===== config.mk =====
export PLATFORM = sky130hd
export DESIGN_NAME = irq_flag_ctrl
export DESIGN_NICKNAME = d
export VERILOG_FILES = /design/src/rtl/irq_flag_pkg.sv /design/src/rtl/irq_pin_sync.sv /design/src/rtl/irq_event_detect.sv /design/src/rtl/irq_flag_bank.sv /design/src/rtl/irq_flag_ctrl.sv
export SDC_FILE = /design/constraint.sdc
export NUM_CORES = 1
export LEC_CHECK = 0
export BUFFER_PORTS_ARGS = -buffer_cell sky130_fd_sc_hd__buf_4
export CORE_UTILIZATION = 45
export DETAILED_ROUTE_END_ITERATION = 8
export PLACE_DENSITY = 0.87
export SYNTH_ARGS = -nofsm -noshare
export SYNTH_HDL_FRONTEND = slang
export SYNTH_SLANG_ARGS = --single-unit

===== constraint.sdc =====
create_clock -name clk -period 2 [get_ports clk]
set_clock_uncertainty 0.15 [all_clocks]
set_input_delay 0.5 -clock clk [delete_from_list [all_inputs] [get_ports clk]]
set_output_delay 0.5 -clock clk [all_outputs]
set_load 0.01 [all_outputs]

===== src/rtl/irq_flag_pkg.sv =====
package irq_flag_pkg;

  typedef enum logic [1:0] {
    SENSE_FALL = 2'b00,
    SENSE_RISE = 2'b01,
    SENSE_BOTH = 2'b10,
    SENSE_BAD  = 2'b11
  } sense_e;

  localparam int STATUS_W = 16;

endpackage


===== src/rtl/irq_pin_sync.sv =====
module irq_pin_sync #(
  parameter int NUM_PINS    = 8,
  parameter int SYNC_STAGES = 2
) (
  input  logic                clk,
  input  logic                rst_n,
  input  logic [NUM_PINS-1:0] pin_i,
  output logic [NUM_PINS-1:0] sync_o,
  output logic [NUM_PINS-1:0] prev_o
);

  localparam int LAST = SYNC_STAGES - 1;

  logic [NUM_PINS-1:0] stage_q [SYNC_STAGES];
  logic [NUM_PINS-1:0] prev_q;

  for (genvar s = 0; s < SYNC_STAGES; s++) begin : g_stage
    if (s == 0) begin : g_first
      always_ff @(posedge clk or negedge rst_n) begin
        if (!rst_n) stage_q[s] <= '1;
        else        stage_q[s] <= pin_i;
      end
    end else begin : g_next
      always_ff @(posedge clk or negedge rst_n) begin
        if (!rst_n) stage_q[s] <= '1;
        else        stage_q[s] <= stage_q[s-1];
      end
    end
  end

  // History of the synchronized sample, used for edge comparison
  always_ff @(posedge clk or negedge rst_n) begin
    if (!rst_n) prev_q <= '1;
    else        prev_q <= stage_q[LAST];
  end

  assign sync_o = stage_q[LAST];
  assign prev_o = prev_q;

endmodule


===== src/rtl/irq_event_detect.sv =====
module irq_event_detect
  import irq_flag_pkg::*;
#(
  parameter int NUM_PINS = 8
) (
  input  logic                  clk,
  input  logic                  rst_n,
  input  logic [2*NUM_PINS-1:0] sense_i,
  input  logic [NUM_PINS-1:0]   level_sel_i,
  input  logic [NUM_PINS-1:0]   sync_i,
  input  logic [NUM_PINS-1:0]   prev_i,
  output logic [NUM_PINS-1:0]   evt_o,
  output logic [NUM_PINS-1:0]   is_level_o,
  output logic [NUM_PINS-1:0]   cfg_err_o
);

  for (genvar g = 0; g < NUM_PINS; g++) begin : g_pin
    sense_e mode;
    logic   fall, rise;

    assign mode = sense_e'(sense_i[2*g +: 2]);
    assign fall = prev_i[g] & ~sync_i[g];
    assign rise = ~prev_i[g] & sync_i[g];

    always_comb begin
      evt_o[g]     = 1'b0;
      cfg_err_o[g] = 1'b0;
      if (level_sel_i[g]) begin
        evt_o[g] = ~sync_i[g];
      end else begin
        unique case (mode)
          SENSE_FALL: evt_o[g] = fall;
          SENSE_RISE: evt_o[g] = rise;
          SENSE_BOTH: evt_o[g] = fall | rise;
          SENSE_BAD:  cfg_err_o[g] = 1'b1;
          default:    evt_o[g] = 1'b0;
        endcase
      end
    end

    assign is_level_o[g] = level_sel_i[g];

    // an illegal code never produces an event
    a_r10_bad_code_silent: assert property (@(posedge clk) disable iff (!rst_n)
      cfg_err_o[g] |-> !evt_o[g]);
  end

endmodule


===== src/rtl/irq_flag_bank.sv =====
module irq_flag_bank #(
  parameter int NUM_PINS = 8
) (
  input  logic                clk,
  input  logic                rst_n,
  input  logic [NUM_PINS-1:0] evt_i,
  input  logic [NUM_PINS-1:0] is_level_i,
  input  logic [NUM_PINS-1:0] sync_i,
  input  logic                rd_i,
  input  logic                wr_i,
  input  logic [NUM_PINS-1:0] wdata_i,
  input  logic [NUM_PINS-1:0] exc_ack_i,
  input  logic [NUM_PINS-1:0] dtc_ack_i,
  input  logic                dtc_disel_i,
  output logic [NUM_PINS-1:0] flag_o
);

  logic [NUM_PINS-1:0] flag_q, flag_d;
  logic [NUM_PINS-1:0] armed_q, armed_d;
  logic [NUM_PINS-1:0] clr_sw, clr_exc, clr_dtc;

  assign clr_sw  = {NUM_PINS{wr_i}} & armed_q & ~wdata_i;
  assign clr_exc = exc_ack_i & (~is_level_i | sync_i);
  assign clr_dtc = dtc_ack_i & {NUM_PINS{~dtc_disel_i}};

  // New events override any clear in the same cycle
  assign flag_d = evt_i | (flag_q & ~(clr_sw | clr_exc | clr_dtc));

  // A bit arms when read as 1, disarms on any write or once its flag is gone
  always_comb begin
    if (wr_i) armed_d = '0;
    else      armed_d = (armed_q & flag_q) | ({NUM_PINS{rd_i}} & flag_q);
  end

  always_ff @(posedge clk or negedge rst_n) begin
    if (!rst_n) begin
      flag_q  <= '0;
      armed_q <= '0;
    end else begin
      flag_q  <= flag_d;
      armed_q <= armed_d;
    end
  end

  assign flag_o = flag_q;

  for (genvar g = 0; g < NUM_PINS; g++) begin : g_chk
    // an event always leaves the flag set
    a_r9_set_wins: assert property (@(posedge clk) disable iff (!rst_n)
      evt_i[g] |=> flag_q[g]);
    // without arming and without acknowledges, a set flag holds
    a_r5_unarmed_hold: assert property (@(posedge clk) disable iff (!rst_n)
      (flag_q[g] && !armed_q[g] && !exc_ack_i[g] && !dtc_ack_i[g]) |=> flag_q[g]);
    // arming needs a read that saw the flag
    a_r5_arm_after_read: assert property (@(posedge clk) disable iff (!rst_n)
      $rose(armed_q[g]) |-> $past(rd_i && flag_q[g]));
    // exception acknowledge in an edge mode clears
    a_r6_exc_edge_clear: assert property (@(posedge clk) disable iff (!rst_n)
      (exc_ack_i[g] && !is_level_i[g] && !evt_i[g]) |=> !flag_q[g]);
    // transfer acknowledge with disable-select low clears
    a_r8_dtc_clear: assert property (@(posedge clk) disable iff (!rst_n)
      (dtc_ack_i[g] && !dtc_disel_i && !evt_i[g]) |=> !flag_q[g]);
  end

endmodule


===== src/rtl/irq_flag_ctrl.sv =====
module irq_flag_ctrl
  import irq_flag_pkg::*;
#(
  parameter int NUM_PINS    = 8,
  parameter int SYNC_STAGES = 2
) (
  input  logic                  clk,
  input  logic                  rst_n,
  input  logic [NUM_PINS-1:0]   irq_pin_i,
  input  logic [2*NUM_PINS-1:0] sense_mode_i,
  input  logic [NUM_PINS-1:0]   level_sel_i,
  input  logic                  reg_rd_i,
  input  logic                  reg_wr_i,
  input  logic [STATUS_W-1:0]   reg_wdata_i,
  output logic [STATUS_W-1:0]   reg_rdata_o,
  input  logic [NUM_PINS-1:0]   exc_ack_i,
  input  logic [NUM_PINS-1:0]   dtc_ack_i,
  input  logic                  dtc_disel_i,
  output logic [NUM_PINS-1:0]   irq_req_o,
  output logic [NUM_PINS-1:0]   cfg_err_o
);

  localparam int PAD_W = STATUS_W - NUM_PINS;

  logic [NUM_PINS-1:0] sync_w, prev_w, evt_w, level_w, flag_w;

  irq_pin_sync #(
    .NUM_PINS   (NUM_PINS),
    .SYNC_STAGES(SYNC_STAGES)
  ) u_sync (
    .clk   (clk),
    .rst_n (rst_n),
    .pin_i (irq_pin_i),
    .sync_o(sync_w),
    .prev_o(prev_w)
  );

  irq_event_detect #(
    .NUM_PINS(NUM_PINS)
  ) u_detect (
    .clk        (clk),
    .rst_n      (rst_n),
    .sense_i    (sense_mode_i),
    .level_sel_i(level_sel_i),
    .sync_i     (sync_w),
    .prev_i     (prev_w),
    .evt_o      (evt_w),
    .is_level_o (level_w),
    .cfg_err_o  (cfg_err_o)
  );

  irq_flag_bank #(
    .NUM_PINS(NUM_PINS)
  ) u_bank (
    .clk        (clk),
    .rst_n      (rst_n),
    .evt_i      (evt_w),
    .is_level_i (level_w),
    .sync_i     (sync_w),
    .rd_i       (reg_rd_i),
    .wr_i       (reg_wr_i),
    .wdata_i    (reg_wdata_i[NUM_PINS-1:0]),
    .exc_ack_i  (exc_ack_i),
    .dtc_ack_i  (dtc_ack_i),
    .dtc_disel_i(dtc_disel_i),
    .flag_o     (flag_w)
  );

  assign reg_rdata_o = {{PAD_W{1'b0}}, flag_w};

  for (genvar g = 0; g < NUM_PINS; g++) begin : g_req
    assign irq_req_o[g] = level_w[g] ? ~sync_w[g] : flag_w[g];

    // in an edge mode, a request line that rose follows a flag that was set
    a_r11_edge_req_flag: assert property (@(posedge clk) disable iff (!rst_n)
      (!level_sel_i[g] && $rose(irq_req_o[g])) |-> reg_rdata_o[g]);
  end

endmodule


==> results of run 1 <==
## worst paths after layout
| kind | from | endpoint | slack, ps | depth (start not counted) |
|---|---|---|---|---|
| worst min-delay path | rst_n | u_bank.flag_o[4] | 30 | 1 |
| worst min register to register | u_sync.stage_q[11] | u_sync.sync_o[3] | 210 | 0 |
| min in group clk | irq_pin_i[0] | u_sync.stage_q[8] | 170 | 1 |
| max in group asynchronous | rst_n | u_sync.prev_o[2] | 1320 | 1 |
| worst max-delay path | u_sync.sync_o[7] | irq_req_o[7] | 40 | 3 |
| worst max register to register | u_sync.sync_o[4] | u_bank.flag_o[4] | 410 | 5 |
## flip-flops by register name (all words and copies together) (netlist names)
name / cells
u_sync.stage_q: 8
u_bank.flag_o: 8
u_sync.prev_o: 8
u_sync.sync_o: 8
u_bank.armed_q: 8
## layout by cell type, fill, tap and decap left out, drive strengths merged
cell      n
buf      88
inv      29
dfstp    24
ha       16
dfrtp    16
nand2    10
nand2b    8
a21oi     8
o311ai    8
nor2      8
nor3b     8
mux2      8
and3b     8
conb      8
o2111ai   8
nor4bb    7
clkbuf    7
mux2i     6
o21ai     2
nor4b     1
## critical path: stages, from the launching register on
cell and delay, ps:
dfstp_2 550, inv_1 70, mux2_2 260, buf_4 140
## cell families after synthesis
logic type / Yosys count / share of synthesized area [%]
AOI/OAI and AO/OA: 26 / 9.54
adders and majority gates: 16 / 9.42
buffers and inverters: 40 / 9.66
DFF: 40 / 48.5
muxes: 14 / 7.07
other: 1 / 0.177
and+or+nand+nor: 50 / 15.6
## power groups by stage
| stage | sequential [mW] | combinational, mW | clock (mW) |
|---|---|---|---|
| 4_1_cts | 0.926 | 0.378 | 0.577 |
| 3_5_place_dp | 0.940 | 0.378 | 0 |
| 6_report | 0.926 | 0.379 | 0.555 |
| 2_1_floorplan | 0.938 | 0.168 | 0 |
| 3_3_place_gp | 0.936 | 0.364 | 0 |
| 5_1_grt | 0.933 | 0.421 | 0.605 |
## final cells by class
cell class	instances	area [um^2]
well taps	52	65.1
flip-flops and latches	40	1030
repair buffers	88	661
clock buffers	7	96.3
fillers	359	1570
multi-input cells	114	915
inverters	29	109
## metrics by stage
stage	utilization [%]	hold slack (ps)
3_5_place_dp	61.9	197
3_3_place_gp	61.9	196
4_1_cts	64.0	39.4
5_1_grt	64.7	57.9
2_1_floorplan	-	54.4
6_report	64.7	28.9
## metal layers
layer	vias to the layer above	global-route usage, %
li1	810	-
met1	773	19.9
met2	66	33.2
met3	10	3.70
met4	0	7.78
met5	-	0
## repair_timing
action | 4_1_cts | 5_1_grt
endpoints found under the hold margin | 0 | 0
hold buffers | 0 | 0
endpoints found under the setup margin | 0 | 4
resized for setup | 0 | 2
buffers inserted | 0 | 4
==> flow_metrics.env, run 1 <==
export IMPL_p_total_mw=1.86
export IMPL_cp_data_arrival_time_ps=1310
export IMPL_wl_met3_um=299
export IMPL_drt_total_wl_um=4260
export IMPL_internal_power_mw=1.41
export IMPL_clkTransAtPathRegs_ps=70
export IMPL_postRouteAntennaNets=0
export IMPL_synth_common_cells="inv_1, dfstp_2, dfrtp_1, ha_1"
export IMPL_setup_tns_ps=0
export IMPL_instances_no_fill=330
export IMPL_port_buffers=84
export IMPL_yosysWarnings=0
export IMPL_setup_viol=0
export IMPL_maxSlewViolCount=0
export IMPL_dieArea_mm2=0.00500
export IMPL_p_per_area_mw_per_mm2=647
export IMPL_peakVddDrop_mv=0.437
export IMPL_layout_drive_gt1_share_pct=47.8
export IMPL_grt_pass1_vias=1656
export IMPL_synth_cells=187
export IMPL_clkPwrFrac_pct=29.9
export IMPL_firstDrtPassIters=6
export IMPL_critPathRequiredTime_ps=1350
export IMPL_dp_hpwl_um=3340
export IMPL_path_class="flop to primary output"
export IMPL_setup_worst_path_end_class="primary output"
export IMPL_avgSynthCellArea_um2=11.4
export IMPL_area_growth_pct=35.4
export IMPL_n_antenna_cell=0
export IMPL_wire_per_inst_um=12.9
export IMPL_synth_area_leaders="dfstp_2, dfrtp_1, ha_1"
export IMPL_yosysSeqAreaShare_pct=48.5
export IMPL_wl_met2_um=2160
export IMPL_routedLengthMet1_um=1710
export IMPL_cts_htree_levels=2
export IMPL_grt_overflow=0
export IMPL_cts_root_buf="clkbuf_8"
export IMPL_fin_area_mm2=0.00288
export IMPL_maxCapViolCount=0
export IMPL_power_share_sequential_pct=49.8
export IMPL_hold_violations=0
export IMPL_cts_buffers=5
export IMPL_placed_cell_area_mm2=0.00275
export IMPL_final_period_utilization_pct=97.9
export IMPL_io_pins=101
export IMPL_violations="design-rule violations"
export IMPL_p_comb_share_pct=20.4
export IMPL_netlist_area_mm2=0.00212
export IMPL_grt_max_degree=41
export IMPL_place_ws_ps=257
export IMPL_synth_flop_cell="dfstp_2"
export IMPL_ys_types=24
export IMPL_setup_ws_ps=42.3
export IMPL_drtIter0Drc=54
export IMPL_start_util_pct=47.8
export IMPL_die_w_um=70.7
export IMPL_core_rowCount=24
export IMPL_fin_crit_ps=1960
export IMPL_switching_share_pct=24.4
export IMPL_status="complete, but fails checks"
export IMPL_synth_largest_area_cell="dfstp_2"
export IMPL_grtUsageTotal_pct=18.0
export IMPL_fmax_ghz=0.511
export IMPL_dr_total_vias=1659
export IMPL_cp_max_fo=3
export IMPL_top_layer="met4"
export IMPL_critPathLaunchType="flop"
export IMPL_antenna_found_initial=0
export IMPL_ys_ff_latch=40
export IMPL_die_h_um=70.7
export IMPL_core_area_mm2=0.00444
export IMPL_nNetsFinal=363
export IMPL_clk_path_buf_depth=2
export IMPL_hold_path_class="input port to asynchronous set/reset pin"
export IMPL_p_leak_nw=1.47
export IMPL_grt_pass1_wl_um=7010
export IMPL_place_gp_congestion=0.718
export IMPL_dp_cells=319
export IMPL_p_switching_uw=453
export IMPL_synth_edf_count=0
export IMPL_yosysMostFrequentCell="inv_1"
export IMPL_cts_sinks=40
export IMPL_clk_latency_ps=280
export IMPL_vias_per_cell=5.03
export IMPL_cts_tree="done"
export IMPL_synth_top_area_share_pct=29.7
export IMPL_postSynth_asyncResetShare_pct=100
export IMPL_drc_errors=14
Note: power is estimated with default switching activity, not from simulation.
==> inputs of run 2 (changes only) <==
CORE_UTILIZATION = 46   (was 45)
PLACE_DENSITY = 0.88   (was 0.87)
==> flow_metrics.env, run 2 (synthesis gave the netlist of run 1 again) <==
export IMPL_firstDrtPassIters=4
export IMPL_cp_data_arrival_time_ps=1310
export IMPL_io_pins=101
export IMPL_setup_worst_path_end_class="primary output"
export IMPL_place_gp_congestion=0.773
export IMPL_p_comb_share_pct=21.1
export IMPL_hold_violations=0
export IMPL_clk_path_buf_depth=2
export IMPL_final_common_cell="buf_4"
export IMPL_setup_ws_ps=43.1
export IMPL_setup_tns_ps=0
export IMPL_peakVddDrop_mv=0.398
export IMPL_worstSetupStartpoint="u_sync.sync_o[2]"
export IMPL_start_util_pct=48.5
export IMPL_drc_errors=0
export IMPL_p_per_area_mw_per_mm2=628
export IMPL_maxCapViolCount=0
export IMPL_final_period_utilization_pct=97.8
export IMPL_power_share_sequential_pct=51.3
export IMPL_nNetsFinal=364
export IMPL_antenna_found_initial=0
export IMPL_grt_pass1_wl_um=7000
export IMPL_hold_buffers=0
export IMPL_layout_drive_gt1_share_pct=47.9
export IMPL_critPathLaunchType="flop"
export IMPL_p_leak_nw=1.47
export IMPL_grt_overflow=0
export IMPL_cp_max_fo=3
export IMPL_core_rowCount=24
export IMPL_switching_share_pct=25.5
export IMPL_cts_root_buf="clkbuf_8"
export IMPL_p_total_mw=1.81
export IMPL_wire_per_inst_um=13.0
export IMPL_maxSlewViolCount=0
export IMPL_clkTransAtPathRegs_ps=70
export IMPL_core_area_mm2=0.00438
export IMPL_path_class="flop to primary output"
export IMPL_cts_sinks=40
export IMPL_grtUsageMet3_pct=4.33
export IMPL_clkPwrFrac_pct=27.6
export IMPL_grtUsageTotal_pct=18.1
export IMPL_rsz0062_at_grt="false"
export IMPL_mostFrequentLayoutCells="buf_4, inv_1, dfstp_2"
export IMPL_dieArea_mm2=0.00489
export IMPL_fin_crit_ps=1960
export IMPL_grt_pass1_vias=1672
export IMPL_critPathRequiredTime_ps=1350
export IMPL_grt_max_degree=41
export IMPL_area_growth_pct=35.2
export IMPL_drt_total_wl_um=4330
export IMPL_clk_latency_ps=280
export IMPL_grtUsageMet1_pct=19.3
export IMPL_setup_viol=0
export IMPL_fmax_ghz=0.511
export IMPL_n_antenna_cell=0
export IMPL_dr_total_vias=1670
export IMPL_internal_power_mw=1.34
export IMPL_p_switching_uw=461
export IMPL_die_h_um=70.0
export IMPL_cts_buffers=5
export IMPL_cts_htree_levels=2
export IMPL_status="complete, no violations"
export IMPL_place_ws_ps=262
export IMPL_vias_per_cell=5.03
export IMPL_die_w_um=70.0
export IMPL_dp_hpwl_um=3290
export IMPL_cts_tree="done"
export IMPL_hold_path_class="input port to asynchronous set/reset pin"
export IMPL_r2r_start="u_sync.sync_o[6]"
export IMPL_postRouteAntennaNets=0
export IMPL_met2_usage_pct=33.8
export IMPL_port_buffers=84
export IMPL_drtIter0Drc=25
export IMPL_grt_busiest_layer="met2"
==> run 2: changes by cell type in the layout (fill, tap and decap cells not counted), sizes merged <==
cell,delta
buf,+1
clkbuf,-1
clkinv,+1
clkinvlp,+1
==> run 2: power by group through the flow <==
stage / clock network [mW] / registers [mW] / logic (mW)
floorplan: 0 / 0.938 / 0.168
global placement: 0 / 0.936 / 0.364
detailed placement: 0 / 0.940 / 0.376
CTS: 0.512 / 0.926 / 0.378
global route: 0.551 / 0.935 / 0.419
finish: 0.499 / 0.926 / 0.381
==> run 2: worst max-delay path: stages (launching register included) <==
cell	delay, ps
dfstp_2	550
inv_1	70
mux2_2	260
buf_4	140
==> run 2: area by class of cell <==
cell class                      instances  area, um^2
Fill cell                             365        1510
Multi-Input combinational cell        114         915
Clock buffer                            6        72.6
Timing Repair Buffer                   89         668
Tap cell                               52        65.1
Inverter                               29         109
Clock inverter                          2        12.5
Sequential cell                        40        1030
==> run 2: timing repair <==
| action | 4_1_cts | 5_1_grt |
|---|---|---|
| endpoints found under the setup margin | 0 | 6 |
| setup buffers | 0 | 5 |
| gates resized for setup | 0 | 2 |
==> run 2: per-layer routing <==
| metal | up-vias | wire length [um] |
|---|---|---|
| li1 | 816 | - |
| met1 | 774 | 1770 |
| met2 | 71 | 2220 |
| met3 | 9 | 266 |
| met4 | 0 | 76 |
| met5 | - | 0 |
==> run 2: worst paths after layout <==
| path | to | slack, ps | cells after the start |
|---|---|---|---|
| max | irq_req_o[2] | 40 | 3 |
| min | u_bank.flag_o[4] | 20 | 1 |
| max reg2reg | u_bank.flag_o[6] | 420 | 5 |
| min reg2reg | u_sync.sync_o[2] | 210 | 0 |
| max in group asynchronous | u_sync.sync_o[3] | 1330 | 1 |
| min in group clk | u_sync.stage_q[9] | 170 | 1 |
==> run 2: metrics by stage <==
step | instance area (um^2) | util, % | hold WS [ps] | cells
after floorplan | 2150 | - | 54.4 | 194
after global placement | 2750 | 62.7 | 196 | 319
after detailed placement | 2750 | 62.7 | 197 | 319
after CTS | 2840 | 64.7 | 32.6 | 327
after global routing | 2870 | 65.5 | 54.7 | 332
final | 2870 | 65.5 | 20.9 | 332
==> inputs of run 3 (changes only) <==
CORE_UTILIZATION = 49   (was 46)
PLACE_DENSITY = 0.84   (was 0.88)
clock period = 2.4 ns   (was 2 ns; I/O delays follow)
==> flow_metrics.env, run 3 (synthesis gave the netlist of run 1 again) <==
export IMPL_maxSlewViolCount=0
export IMPL_final_common_cell="buf_4"
export IMPL_status="complete, no violations"
export IMPL_mostFrequentLayoutCells="buf_4, inv_1, dfstp_2"
export IMPL_grt_max_degree=41
export IMPL_critPathLaunchType="flop"
export IMPL_peakVddDrop_mv=0.362
export IMPL_p_per_area_mw_per_mm2=535
export IMPL_p_switching_uw=371
export IMPL_grt_pass1_vias=1417
export IMPL_cts_resized=0
export IMPL_cts_sinks=40
export IMPL_fin_util_pct=69.4
export IMPL_area_growth_pct=33.6
export IMPL_p_leak_nw=1.45
export IMPL_cts_tree="done"
export IMPL_clk_path_buf_depth=2
export IMPL_cp_data_arrival_time_ps=1300
export IMPL_fmax_ghz=0.487
export IMPL_cts_htree_levels=2
export IMPL_grt_overflow=0
export IMPL_postCtsSetupBuffers=0
export IMPL_place_gp_congestion=0.729
export IMPL_drtIter0Drc=27
export IMPL_fin_area_mm2=0.00284
export IMPL_setup_worst_path_end_class="primary output"
export IMPL_hold_violations=0
export IMPL_cts_buffers=5
export IMPL_fin_crit_ps=2050
export IMPL_p_comb_share_pct=20.3
export IMPL_p_total_mw=1.52
export IMPL_dr_total_vias=1616
export IMPL_setup_viol=0
export IMPL_n_antenna_cell=0
export IMPL_wire_per_inst_um=12.1
export IMPL_maxCapViolCount=0
export IMPL_die_w_um=67.8
export IMPL_postRouteAntennaNets=0
export IMPL_final_period_utilization_pct=85.6
export IMPL_port_buffers=84
export IMPL_drc_errors=0
export IMPL_grtUsageTotal_pct=17.6
export IMPL_critPathRequiredTime_ps=1650
export IMPL_dp_hpwl_um=3020
export IMPL_cts_root_buf="clkbuf_8"
export IMPL_clkPwrFrac_pct=28.9
export IMPL_switching_share_pct=24.4
export IMPL_cp_max_fo=3
export IMPL_placed_cell_area_mm2=0.00275
export IMPL_drt_total_wl_um=3940
export IMPL_dieArea_mm2=0.00460
export IMPL_io_pins=101
export IMPL_internal_power_mw=1.15
export IMPL_hold_buffers=0
export IMPL_start_util_pct=52.0
export IMPL_core_area_mm2=0.00409
export IMPL_setup_tns_ps=0
export IMPL_antenna_found_initial=0
export IMPL_firstDrtPassIters=2
export IMPL_rsz0062_at_grt="false"
export IMPL_layout_drive_gt1_share_pct=45.8
export IMPL_nNetsFinal=359
export IMPL_vias_per_cell=4.97
export IMPL_clk_latency_ps=280
export IMPL_power_share_sequential_pct=50.8
export IMPL_grt_pass1_wl_um=5960
export IMPL_clkTransAtPathRegs_ps=70
export IMPL_die_h_um=67.8
export IMPL_core_rowCount=23
export IMPL_hold_path_class="input port to asynchronous set/reset pin"
export IMPL_path_class="flop to primary output"
-- run 3: cell count changes in the layout (fill, tap and decap cells not counted), sizes merged --
cell      change
clkinv        -1
clkbuf        +2
buf           -5
clkinvlp      -1
-- run 3: worst paths after layout --
kind / start / slack, ps / endpoint / cells past startpoint
max: u_sync.sync_o[6] / 350 / irq_req_o[6] / 3
min: rst_n / 130 / u_bank.armed_q[6] / 1
max reg2reg: u_sync.sync_o[1] / 830 / u_bank.flag_o[1] / 5
min reg2reg: u_sync.stage_q[12] / 210 / u_sync.sync_o[4] / 0
max in group asynchronous: rst_n / 1620 / u_sync.sync_o[3] / 1
min in group clk: u_sync.stage_q[12] / 210 / u_sync.sync_o[4] / 0
-- run 3: power by group through the flow --
| stage | clock [mW] | combinational, mW | sequential [mW] |
|---|---|---|---|
| finish | 0.439 | 0.307 | 0.771 |
| global placement | 0 | 0.303 | 0.780 |
| floorplan | 0 | 0.140 | 0.782 |
| global route | 0.484 | 0.341 | 0.778 |
| detailed placement | 0 | 0.310 | 0.783 |
| CTS | 0.458 | 0.312 | 0.771 |
-- run 3: cell type report --
| class | instances | area (um^2) |
|---|---|---|
| inverters | 29 | 109 |
| flip-flops and latches | 40 | 1030 |
| fillers | 348 | 1250 |
| repair buffers | 84 | 631 |
| multi-input cells | 114 | 915 |
| clock buffers | 8 | 90.1 |
| well taps | 50 | 62.6 |
-- run 3: critical path: stages, from the launching register on --
cell     delay (ps)
dfstp_2         560
inv_1            70
mux2_2          260
buf_4           140
-- run 3: through the flow --
stage | hold WS, ps | setup slack (ps) | cells
2_1_floorplan | 154 | 715 | 194
3_3_place_gp | 195 | 478 | 317
3_5_place_dp | 197 | 475 | 317
4_1_cts | 138 | 332 | 325
5_1_grt | 155 | 291 | 325
6_report | 126 | 346 | 325
-- run 3: metal layers --
layer	global-route usage [%]	share of wire [%]	vias to the layer above
met1	21.8	44	744
met3	3.67	7.3	9
met4	7.03	1.3	0
li1	-	-	801
met2	30.0	47	62
met5	0	0	-
